$ cat config.mk
export PLATFORM = sky130hd
export DESIGN_NAME = uart_rx_wake
export DESIGN_NICKNAME = d
export VERILOG_FILES = /design/src/rtl/urx_pkg.sv /design/src/rtl/urx_baud.sv /design/src/rtl/urx_deframer.sv /design/src/rtl/urx_idle.sv /design/src/rtl/urx_flags.sv /design/src/rtl/uart_rx_wake.sv
export SDC_FILE = /design/constraint.sdc
export NUM_CORES = 1
export LEC_CHECK = 0
export BUFFER_PORTS_ARGS = -buffer_cell sky130_fd_sc_hd__buf_2
export CORE_MARGIN = 5
export CORE_UTILIZATION = 45
export DETAILED_ROUTE_END_ITERATION = 16
export MAX_ROUTING_LAYER = met4
export SETUP_SLACK_MARGIN = 0.1
export SLEW_MARGIN = 10
export SYNTH_ARGS = -nofsm -noshare
export SYNTH_HDL_FRONTEND = slang
export SYNTH_SLANG_ARGS = --single-unit
$ cat constraint.sdc
create_clock -name clk -period 3.8 [get_ports clk]
set_input_delay 0.57 -clock clk [delete_from_list [all_inputs] [get_ports clk]]
set_output_delay 0.57 -clock clk [all_outputs]
set_load 0.01 [all_outputs]
$ cat src/rtl/urx_pkg.sv
package urx_pkg;

    localparam int URX_DMAX = 9;

    typedef enum logic [1:0] {
        ST_IDLE,
        ST_START,
        ST_DATA,
        ST_STOP
    } rx_state_e;

    typedef struct packed {
        logic [URX_DMAX-1:0] data;
        logic                last_bit;
        logic                noise;
        logic                ferr;
    } rx_frame_t;

    typedef struct packed {
        logic rdrf;
        logic ovr;
        logic noise;
        logic ferr;
        logic idle;
    } rx_flags_t;

    function automatic logic maj3(input logic a, input logic b, input logic c);
        return (a & b) | (a & c) | (b & c);
    endfunction

    function automatic logic unan3(input logic a, input logic b, input logic c);
        return (a == b) && (b == c);
    endfunction

endpackage

$ cat src/rtl/urx_baud.sv
module urx_baud #(
    parameter int DIV_W = 13
) (
    input  logic             clk,
    input  logic             rst,
    input  logic [DIV_W-1:0] div,
    output logic             tick
);
    localparam logic [DIV_W-1:0] ONE = DIV_W'(1);

    logic [DIV_W-1:0] cnt;

    always_ff @(posedge clk) begin
        if (rst) begin
            cnt  <= '0;
            tick <= 1'b0;
        end else if (div == '0) begin
            cnt  <= '0;
            tick <= 1'b0;
        end else if (cnt >= div - ONE) begin
            cnt  <= '0;
            tick <= 1'b1;
        end else begin
            cnt  <= cnt + ONE;
            tick <= 1'b0;
        end
    end
endmodule

$ cat src/rtl/urx_deframer.sv
module urx_deframer
    import urx_pkg::*;
#(
    parameter int OVS  = 16,
    parameter int SYNC = 2
) (
    input  logic      clk,
    input  logic      rst,
    input  logic      tick,
    input  logic      rxd,
    input  logic      nine,
    output logic      line,
    output logic      busy,
    output logic      done,
    output rx_frame_t frame
);
    localparam int SW = $clog2(OVS + 1);
    localparam int BW = $clog2(URX_DMAX + 1);
    localparam logic [SW-1:0] S_A   = SW'(OVS / 2 - 1);
    localparam logic [SW-1:0] S_B   = SW'(OVS / 2);
    localparam logic [SW-1:0] S_C   = SW'(OVS / 2 + 1);
    localparam logic [SW-1:0] S_END = SW'(OVS);

    logic [SYNC-1:0] sync_q;

    generate
        if (SYNC == 1) begin : g_single
            always_ff @(posedge clk) begin
                if (rst) sync_q <= '1;
                else     sync_q <= rxd;
            end
        end else begin : g_chain
            always_ff @(posedge clk) begin
                if (rst) sync_q <= '1;
                else     sync_q <= {sync_q[SYNC-2:0], rxd};
            end
        end
    endgenerate

    assign line = sync_q[SYNC-1];

    rx_state_e           state;
    logic [SW-1:0]       scnt;
    logic [BW-1:0]       bidx;
    logic                s0, s1;
    logic                nacc;
    logic                fnine;
    logic [URX_DMAX-1:0] shreg;

    logic [SW-1:0] cur;
    logic          vote;
    logic          clean;
    logic [BW-1:0] last_idx;

    always_comb begin
        cur      = scnt + SW'(1);
        vote     = maj3(s0, s1, line);
        clean    = unan3(s0, s1, line);
        last_idx = fnine ? BW'(URX_DMAX - 1) : BW'(URX_DMAX - 2);
    end

    assign busy = (state != ST_IDLE);

    always_ff @(posedge clk) begin
        if (rst) begin
            state <= ST_IDLE;
            scnt  <= '0;
            bidx  <= '0;
            s0    <= 1'b1;
            s1    <= 1'b1;
            nacc  <= 1'b0;
            fnine <= 1'b0;
            shreg <= '0;
            done  <= 1'b0;
            frame <= '0;
        end else begin
            done <= 1'b0;
            if (tick) begin
                if (state == ST_IDLE) begin
                    if (!line) begin
                        state <= ST_START;
                        scnt  <= SW'(1);
                        bidx  <= '0;
                        nacc  <= 1'b0;
                        shreg <= '0;
                        fnine <= nine;
                    end
                end else begin
                    if (cur == S_A) s0 <= line;
                    if (cur == S_B) s1 <= line;
                    if (cur == S_C) begin
                        case (state)
                            ST_START: begin
                                if (vote) state <= ST_IDLE;
                                else      nacc  <= !clean;
                            end
                            ST_DATA: begin
                                shreg[bidx] <= vote;
                                if (!clean) nacc <= 1'b1;
                            end
                            ST_STOP: begin
                                done           <= 1'b1;
                                frame.data     <= shreg;
                                frame.last_bit <= fnine ? shreg[URX_DMAX-1] : shreg[URX_DMAX-2];
                                frame.noise    <= nacc | !clean;
                                frame.ferr     <= !vote;
                                state          <= ST_IDLE;
                            end
                            default: state <= ST_IDLE;
                        endcase
                    end
                    if (cur == S_END) begin
                        scnt <= '0;
                        case (state)
                            ST_START: begin
                                state <= ST_DATA;
                                bidx  <= '0;
                            end
                            ST_DATA: begin
                                if (bidx == last_idx) state <= ST_STOP;
                                else                  bidx  <= bidx + BW'(1);
                            end
                            default: state <= ST_IDLE;
                        endcase
                    end else begin
                        scnt <= cur;
                    end
                end
            end
        end
    end
endmodule

$ cat src/rtl/urx_idle.sv
module urx_idle
    import urx_pkg::*;
#(
    parameter int OVS = 16
) (
    input  logic clk,
    input  logic rst,
    input  logic tick,
    input  logic line,
    input  logic busy,
    input  logic ilt,
    input  logic nine,
    output logic idle_evt
);
    localparam int CW = $clog2(OVS * (URX_DMAX + 2) + 1);
    localparam logic [CW-1:0] THR8 = CW'(OVS * (URX_DMAX + 1));
    localparam logic [CW-1:0] THR9 = CW'(OVS * (URX_DMAX + 2));

    logic [CW-1:0] cnt;
    logic          armed;
    logic [CW-1:0] thr;

    assign thr = nine ? THR9 : THR8;

    always_ff @(posedge clk) begin
        if (rst) begin
            cnt      <= '0;
            armed    <= 1'b0;
            idle_evt <= 1'b0;
        end else begin
            idle_evt <= 1'b0;
            if (busy) armed <= 1'b1;
            if (tick) begin
                if (!line || (ilt && busy)) begin
                    cnt <= '0;
                end else if (cnt < thr) begin
                    cnt <= cnt + CW'(1);
                    if ((cnt == thr - CW'(1)) && armed) begin
                        idle_evt <= 1'b1;
                        armed    <= 1'b0;
                    end
                end
            end
        end
    end
endmodule

$ cat src/rtl/urx_flags.sv
module urx_flags
    import urx_pkg::*;
(
    input  logic                clk,
    input  logic                rst,
    input  logic                done,
    input  rx_frame_t           frame,
    input  logic                idle_evt,
    input  logic                data_rd,
    input  logic                rwu_set,
    input  logic                wake_sel,
    input  logic                rx_irq_en,
    input  logic                idle_irq_en,
    output logic [URX_DMAX-1:0] data,
    output rx_flags_t           flags,
    output logic                rwu,
    output logic                irq
);
    logic rdrf_live;
    logic addr_wake;
    logic take;

    always_comb begin
        rdrf_live = flags.rdrf && !data_rd;
        addr_wake = rwu && wake_sel && done && frame.last_bit;
        take      = done && (!rwu || addr_wake);
        irq       = !rwu && ((rx_irq_en && (flags.rdrf || flags.ovr)) ||
                             (idle_irq_en && flags.idle));
    end

    always_ff @(posedge clk) begin
        if (rst) begin
            data  <= '0;
            flags <= '0;
            rwu   <= 1'b0;
        end else begin
            if (data_rd) flags <= '0;
            if (take) begin
                if (rdrf_live) begin
                    flags.ovr <= 1'b1;
                end else begin
                    flags.rdrf  <= 1'b1;
                    flags.noise <= frame.noise;
                    flags.ferr  <= frame.ferr;
                    data        <= frame.data;
                end
            end
            if (idle_evt && !rwu) flags.idle <= 1'b1;
            if (rwu_set)                           rwu <= 1'b1;
            else if (addr_wake)                    rwu <= 1'b0;
            else if (rwu && !wake_sel && idle_evt) rwu <= 1'b0;
        end
    end
endmodule

$ cat src/rtl/uart_rx_wake.sv
module uart_rx_wake
    import urx_pkg::*;
#(
    parameter int DIV_W = 13,
    parameter int OVS   = 16,
    parameter int SYNC  = 2
) (
    input  logic             clk,
    input  logic             rst,
    input  logic             rxd,
    input  logic [DIV_W-1:0] baud_div,
    input  logic             nine_bit,
    input  logic             wake_sel,
    input  logic             idle_type,
    input  logic             rx_irq_en,
    input  logic             idle_irq_en,
    input  logic             rwu_set,
    input  logic             data_rd,
    output logic [8:0]       rx_data,
    output logic             rdrf,
    output logic             overrun,
    output logic             noise,
    output logic             frame_err,
    output logic             idle,
    output logic             rwu,
    output logic             irq
);
    logic      tick;
    logic      line;
    logic      busy;
    logic      done;
    logic      idle_evt;
    rx_frame_t frame;
    rx_flags_t flags;

    urx_baud #(.DIV_W(DIV_W)) u_baud (
        .clk  (clk),
        .rst  (rst),
        .div  (baud_div),
        .tick (tick)
    );

    urx_deframer #(.OVS(OVS), .SYNC(SYNC)) u_deframe (
        .clk   (clk),
        .rst   (rst),
        .tick  (tick),
        .rxd   (rxd),
        .nine  (nine_bit),
        .line  (line),
        .busy  (busy),
        .done  (done),
        .frame (frame)
    );

    urx_idle #(.OVS(OVS)) u_idle (
        .clk      (clk),
        .rst      (rst),
        .tick     (tick),
        .line     (line),
        .busy     (busy),
        .ilt      (idle_type),
        .nine     (nine_bit),
        .idle_evt (idle_evt)
    );

    urx_flags u_flags (
        .clk         (clk),
        .rst         (rst),
        .done        (done),
        .frame       (frame),
        .idle_evt    (idle_evt),
        .data_rd     (data_rd),
        .rwu_set     (rwu_set),
        .wake_sel    (wake_sel),
        .rx_irq_en   (rx_irq_en),
        .idle_irq_en (idle_irq_en),
        .data        (rx_data),
        .flags       (flags),
        .rwu         (rwu),
        .irq         (irq)
    );

    assign rdrf      = flags.rdrf;
    assign overrun   = flags.ovr;
    assign noise     = flags.noise;
    assign frame_err = flags.ferr;
    assign idle      = flags.idle;
endmodule

==> flow_results.xml <==
<?xml version="1.0" encoding="UTF-8"?>
<metrics>
  <group name="outcome">
    <metric name="run_status" unit="">finished clean</metric>
  </group>
  <group name="setup_path">
    <metric name="critPathCaptureType" unit="">flop</metric>
    <metric name="required" unit="ps">4100</metric>
    <metric name="critPathMaxStageDelay" unit="ps">670</metric>
    <metric name="reg2regPathDepth" unit="">7</metric>
    <metric name="criticalPathCategory" unit="">primary input to flop</metric>
    <metric name="path_common_cell" unit="">sky130_fd_sc_hd__a21o_1</metric>
    <metric name="r2r_setup_slack" unit="ps">1440</metric>
    <metric name="setup.worst_path.start_class" unit="">primary input</metric>
    <metric name="r2r-end" unit="">u_deframe.frame[7]</metric>
    <metric name="critical_path.max_fanout" unit="">13</metric>
    <metric name="worst_path_max_delay_cell" unit="">sky130_fd_sc_hd__or4b_4</metric>
    <metric name="critical_path_cell_sequence" unit="">buf_2, or4_4, nor3_4, nand2_1, nor3_1, xnor2_1, ha_1, a21o_1, a21o_1, a221oi_2, or4b_4, nor2_1</metric>
    <metric name="worst_path_arrival_time" unit="ps">3540</metric>
    <metric name="reg2reg_from" unit="">u_deframe.state[0]</metric>
  </group>
  <group name="power">
    <metric name="comb_power_share" unit="">0.057</metric>
    <metric name="power_density" unit="mW/mm^2">324</metric>
    <metric name="vdd.ir_drop.worst" unit="mV">0.168</metric>
    <metric name="static-leakage-power" unit="nW">1.78</metric>
    <metric name="total_switching_power" unit="W">0.000426</metric>
    <metric name="power_frac_seq" unit="">0.536</metric>
    <metric name="clockPowerShare" unit="">0.407</metric>
    <metric name="power.share.switching" unit="">0.276</metric>
    <metric name="internal_power" unit="W">0.00112</metric>
  </group>
  <group name="clocking">
    <metric name="clock_sinks" unit="">78</metric>
    <metric name="cts_tree" unit="">built</metric>
    <metric name="postCtsSetupBuffers" unit="">0</metric>
    <metric name="insertion_delay" unit="ps">370</metric>
    <metric name="cts.root.buffer_cell" unit="">sky130_fd_sc_hd__clkbuf_8</metric>
    <metric name="cts_max_level" unit="">3</metric>
    <metric name="cts_stage_hold_buffer_count" unit="">0</metric>
    <metric name="cts_buffer_depth" unit="">2</metric>
    <metric name="cts_resized" unit="">0</metric>
    <metric name="clk_pin_slew" unit="ps">90</metric>
    <metric name="number_of_buffers_created_by_cts" unit="">9</metric>
  </group>
  <group name="synthesis">
    <metric name="synth_adder_area_share" unit="">0.0963</metric>
    <metric name="postSynthCellCount" unit="">476</metric>
    <metric name="avgSynthCellArea" unit="um^2">9.01</metric>
    <metric name="synth_top_cell_by_area" unit="">sky130_fd_sc_hd__dfxtp_1</metric>
    <metric name="ys_top_cells_by_area" unit="">sky130_fd_sc_hd__dfxtp_1, sky130_fd_sc_hd__ha_1, sky130_fd_sc_hd__nand3_1</metric>
    <metric name="synth_edf_count" unit="">0</metric>
    <metric name="syn_area" unit="mm^2">0.00429</metric>
    <metric name="synth_warnings" unit="">0</metric>
    <metric name="portion_of_netlist_area_occupied_by_mux_cells" unit="">0.0280</metric>
    <metric name="ys_ff_latch" unit="">78</metric>
    <metric name="syn_nets" unit="">532</metric>
    <metric name="synth_top_cells_by_count" unit="">sky130_fd_sc_hd__dfxtp_1, sky130_fd_sc_hd__nand2_1, sky130_fd_sc_hd__nor2_1</metric>
    <metric name="synth_sequential_area_ratio" unit="">0.364</metric>
    <metric name="number_of_different_library_cells_in_the_post_synthesis_netlist" unit="">71</metric>
    <metric name="dominantRegCellSynth" unit="">sky130_fd_sc_hd__dfxtp_1</metric>
    <metric name="yosysTopAreaCellShare" unit="">0.364</metric>
    <metric name="synth-xor-area-share" unit="">0.0674</metric>
    <metric name="asyncSetResetFlopFracSynth" unit="">0</metric>
    <metric name="synth_compound_area_frac" unit="">0.160</metric>
    <metric name="synth-simple-area-share" unit="">0.244</metric>
    <metric name="main_combinational_cell_family_by_area_after_synthesis" unit="">simple AND/OR/NAND/NOR gates</metric>
    <metric name="yosysMostFrequentCell" unit="">sky130_fd_sc_hd__dfxtp_1</metric>
  </group>
  <group name="floorplan">
    <metric name="die_height" unit="um">108</metric>
    <metric name="floorplan_row_count" unit="">35</metric>
    <metric name="die_width" unit="um">108</metric>
    <metric name="initial_core_util" unit="">0.462</metric>
    <metric name="floorplan.die_area" unit="mm^2">0.0116</metric>
    <metric name="core" unit="mm^2">0.00928</metric>
    <metric name="boundaryPins" unit="">39</metric>
  </group>
  <group name="grt">
    <metric name="grt-busiest-layer" unit="">met2</metric>
    <metric name="groute.usage.overall" unit="">0.164</metric>
    <metric name="grt.met1_usage" unit="">0.205</metric>
    <metric name="via_count_of_the_first_global_routing_pass" unit="">3167</metric>
    <metric name="overflow" unit="">0</metric>
    <metric name="use_met2" unit="">0.266</metric>
    <metric name="globalRouteMet3Util" unit="">0.0276</metric>
    <metric name="global_route_wire_length_before_repair" unit="um">15000</metric>
    <metric name="grt_antenna_before_repair" unit="">0</metric>
    <metric name="maximum_number_of_pins_on_one_net_before_global_route_repair" unit="">47</metric>
  </group>
  <group name="sta">
    <metric name="maxSlewViolCount" unit="">0</metric>
    <metric name="tightest_slew" unit="ps">909</metric>
    <metric name="final_setup_violation_count" unit="">0</metric>
    <metric name="rsz0062_at_grt" unit="">false</metric>
    <metric name="finalCriticalPeriod" unit="ps">3250</metric>
    <metric name="slew_headroom" unit="">0.394</metric>
    <metric name="finalHoldViolations" unit="">0</metric>
    <metric name="achievable-frequency" unit="MHz">308</metric>
    <metric name="hold_slack" unit="ps">392</metric>
    <metric name="timing.final.crit_share" unit="">0.854</metric>
    <metric name="finClkSkew" unit="ps">10.9</metric>
    <metric name="finalSetupTns" unit="ps">0</metric>
  </group>
  <group name="routing">
    <metric name="detail-route-antenna-nets" unit="">0</metric>
    <metric name="avgViaCountPerCell" unit="">5.35</metric>
    <metric name="route.vias.total" unit="">3444</metric>
    <metric name="wire_per_inst" unit="um">13.8</metric>
    <metric name="detail_route.drc_violations" unit="">0</metric>
    <metric name="initialDrtViolationCount" unit="">136</metric>
    <metric name="first_pass_iters" unit="">4</metric>
    <metric name="wl" unit="um">8900</metric>
  </group>
  <group name="placement">
    <metric name="dp_hpwl" unit="um">6560</metric>
    <metric name="place.port_buffers" unit="">38</metric>
    <metric name="gpl.final_weighted_congestion" unit="">0.811</metric>
    <metric name="placed_cell_area" unit="mm^2">0.00457</metric>
  </group>
  <group name="run">
    <metric name="max_cap_violations" unit="">0</metric>
  </group>
  <group name="min_path">
    <metric name="min_path_type" unit="">primary input to flop</metric>
    <metric name="worst_hold_path.num_cells" unit="">2</metric>
    <metric name="timing.hold.worst.start" unit="">rxd</metric>
    <metric name="hold_end" unit="">u_deframe.sync_q[0]</metric>
  </group>
  <group name="final_layout">
    <metric name="flow.area_growth_from_synthesis" unit="%">11.1</metric>
    <metric name="layout-drive-gt1-share" unit="">0.163</metric>
    <metric name="finish.net_count" unit="">566</metric>
    <metric name="final_area" unit="mm^2">0.00476</metric>
    <metric name="n_antenna_cell" unit="">0</metric>
  </group>
</metrics>
[worst max-delay path, delay by kind of cell]
family                     cells  cell delay [ps]
adders and majority gates      1              260
xor gates and xnor gates       1              150
buffers and inverters          1              120
AOI/OAI and AO/OA              3              580
and+or+nand+nor                6             1850
[metal layers]
layer	vias to the layer above	wire [um]
li1	1783	-
met1	1612	4290
met2	36	4240
met3	13	228
met4	0	148
met5	-	0
[cells in the final DEF, fill, tap and decap left out, types with 12 or more instances in the layout]
master / count
sky130_fd_sc_hd__nor2_1: 35
sky130_fd_sc_hd__xor2_1: 17
sky130_fd_sc_hd__nand3_1: 32
sky130_fd_sc_hd__ha_1: 33
sky130_fd_sc_hd__xnor2_1: 16
sky130_fd_sc_hd__a21oi_1: 27
sky130_fd_sc_hd__inv_1: 20
sky130_fd_sc_hd__o31ai_1: 12
sky130_fd_sc_hd__nand2_1: 39
sky130_fd_sc_hd__buf_2: 38
sky130_fd_sc_hd__dfxtp_1: 78
sky130_fd_sc_hd__o211ai_1: 12
sky130_fd_sc_hd__mux2i_1: 12
[logic make-up (layout without fill, tap and decap cells)]
kind of cell | after synthesis | count (layout)
XOR/XNOR | 33 | 33
buffers and inverters | 38 | 77
multiplexers | 12 | 12
AND/OR/NAND/NOR | 185 | 185
flip-flops | 78 | 78
AO/OA/AOI/OAI | 97 | 97
adder cells (fa/ha/maj) | 33 | 33
[sequential cells by signal, summed over array words and instances, names as in the netlist]
register,flops
u_baud.cnt,13
u_baud.tick,1
u_deframe.bidx,4
u_deframe.done,1
u_deframe.fnine,1
u_deframe.frame,12
u_deframe.nacc,1
u_deframe.s0,1
u_deframe.s1,1
u_deframe.scnt,5
u_deframe.shreg,9
u_deframe.state,2
u_deframe.sync_q,2
u_flags.data,9
u_flags.flags,5
u_flags.rwu,1
u_idle.armed,1
u_idle.cnt,8
u_idle.idle_evt,1
[area by class of cell]
type	count	area (um^2)
Clock buffer	9	124
Sequential cell	78	1560
Timing Repair Buffer	41	213
Fill cell	899	4520
Inverter	20	75.1
Tap cell	129	161
Multi-Input combinational cell	360	2550
Clock inverter	7	73.8
[power by group through the flow]
stage / clock, W / combinational [W] / sequential (W)
after global routing: 0.000676 / 0.0000996 / 0.000829
after CTS: 0.000639 / 0.0000889 / 0.000828
after floorplan: 0 / 0.0000577 / 0.000845
after global placement: 0 / 0.0000866 / 0.000847
final: 0.000628 / 0.0000879 / 0.000828
after detailed placement: 0 / 0.0000884 / 0.000847
[metrics by stage]
step,cells,util,setup WS (ps),total power [W]
after floorplan,476,-,479,0.000903
after global placement,628,0.492,234,0.000933
after detailed placement,628,0.492,167,0.000935
after CTS,644,0.513,552,0.00156
after global routing,644,0.513,340,0.00160
final,644,0.513,555,0.00154
[how the worst max path moves through the flow]
stage / cells after the start / to / slack [ps] / start
detailed placement: 12 / u_baud.cnt[11] / 170 / baud_div[3]
CTS: 12 / u_baud.cnt[2] / 550 / baud_div[3]
global placement: 12 / u_baud.cnt[10] / 230 / baud_div[3]
finish: 12 / u_baud.cnt[2] / 550 / baud_div[3]
floorplan: 12 / u_baud.cnt[6] / 480 / baud_div[3]
global route: 12 / u_baud.cnt[2] / 340 / baud_div[3]
Power figures use the tool's default switching activity.
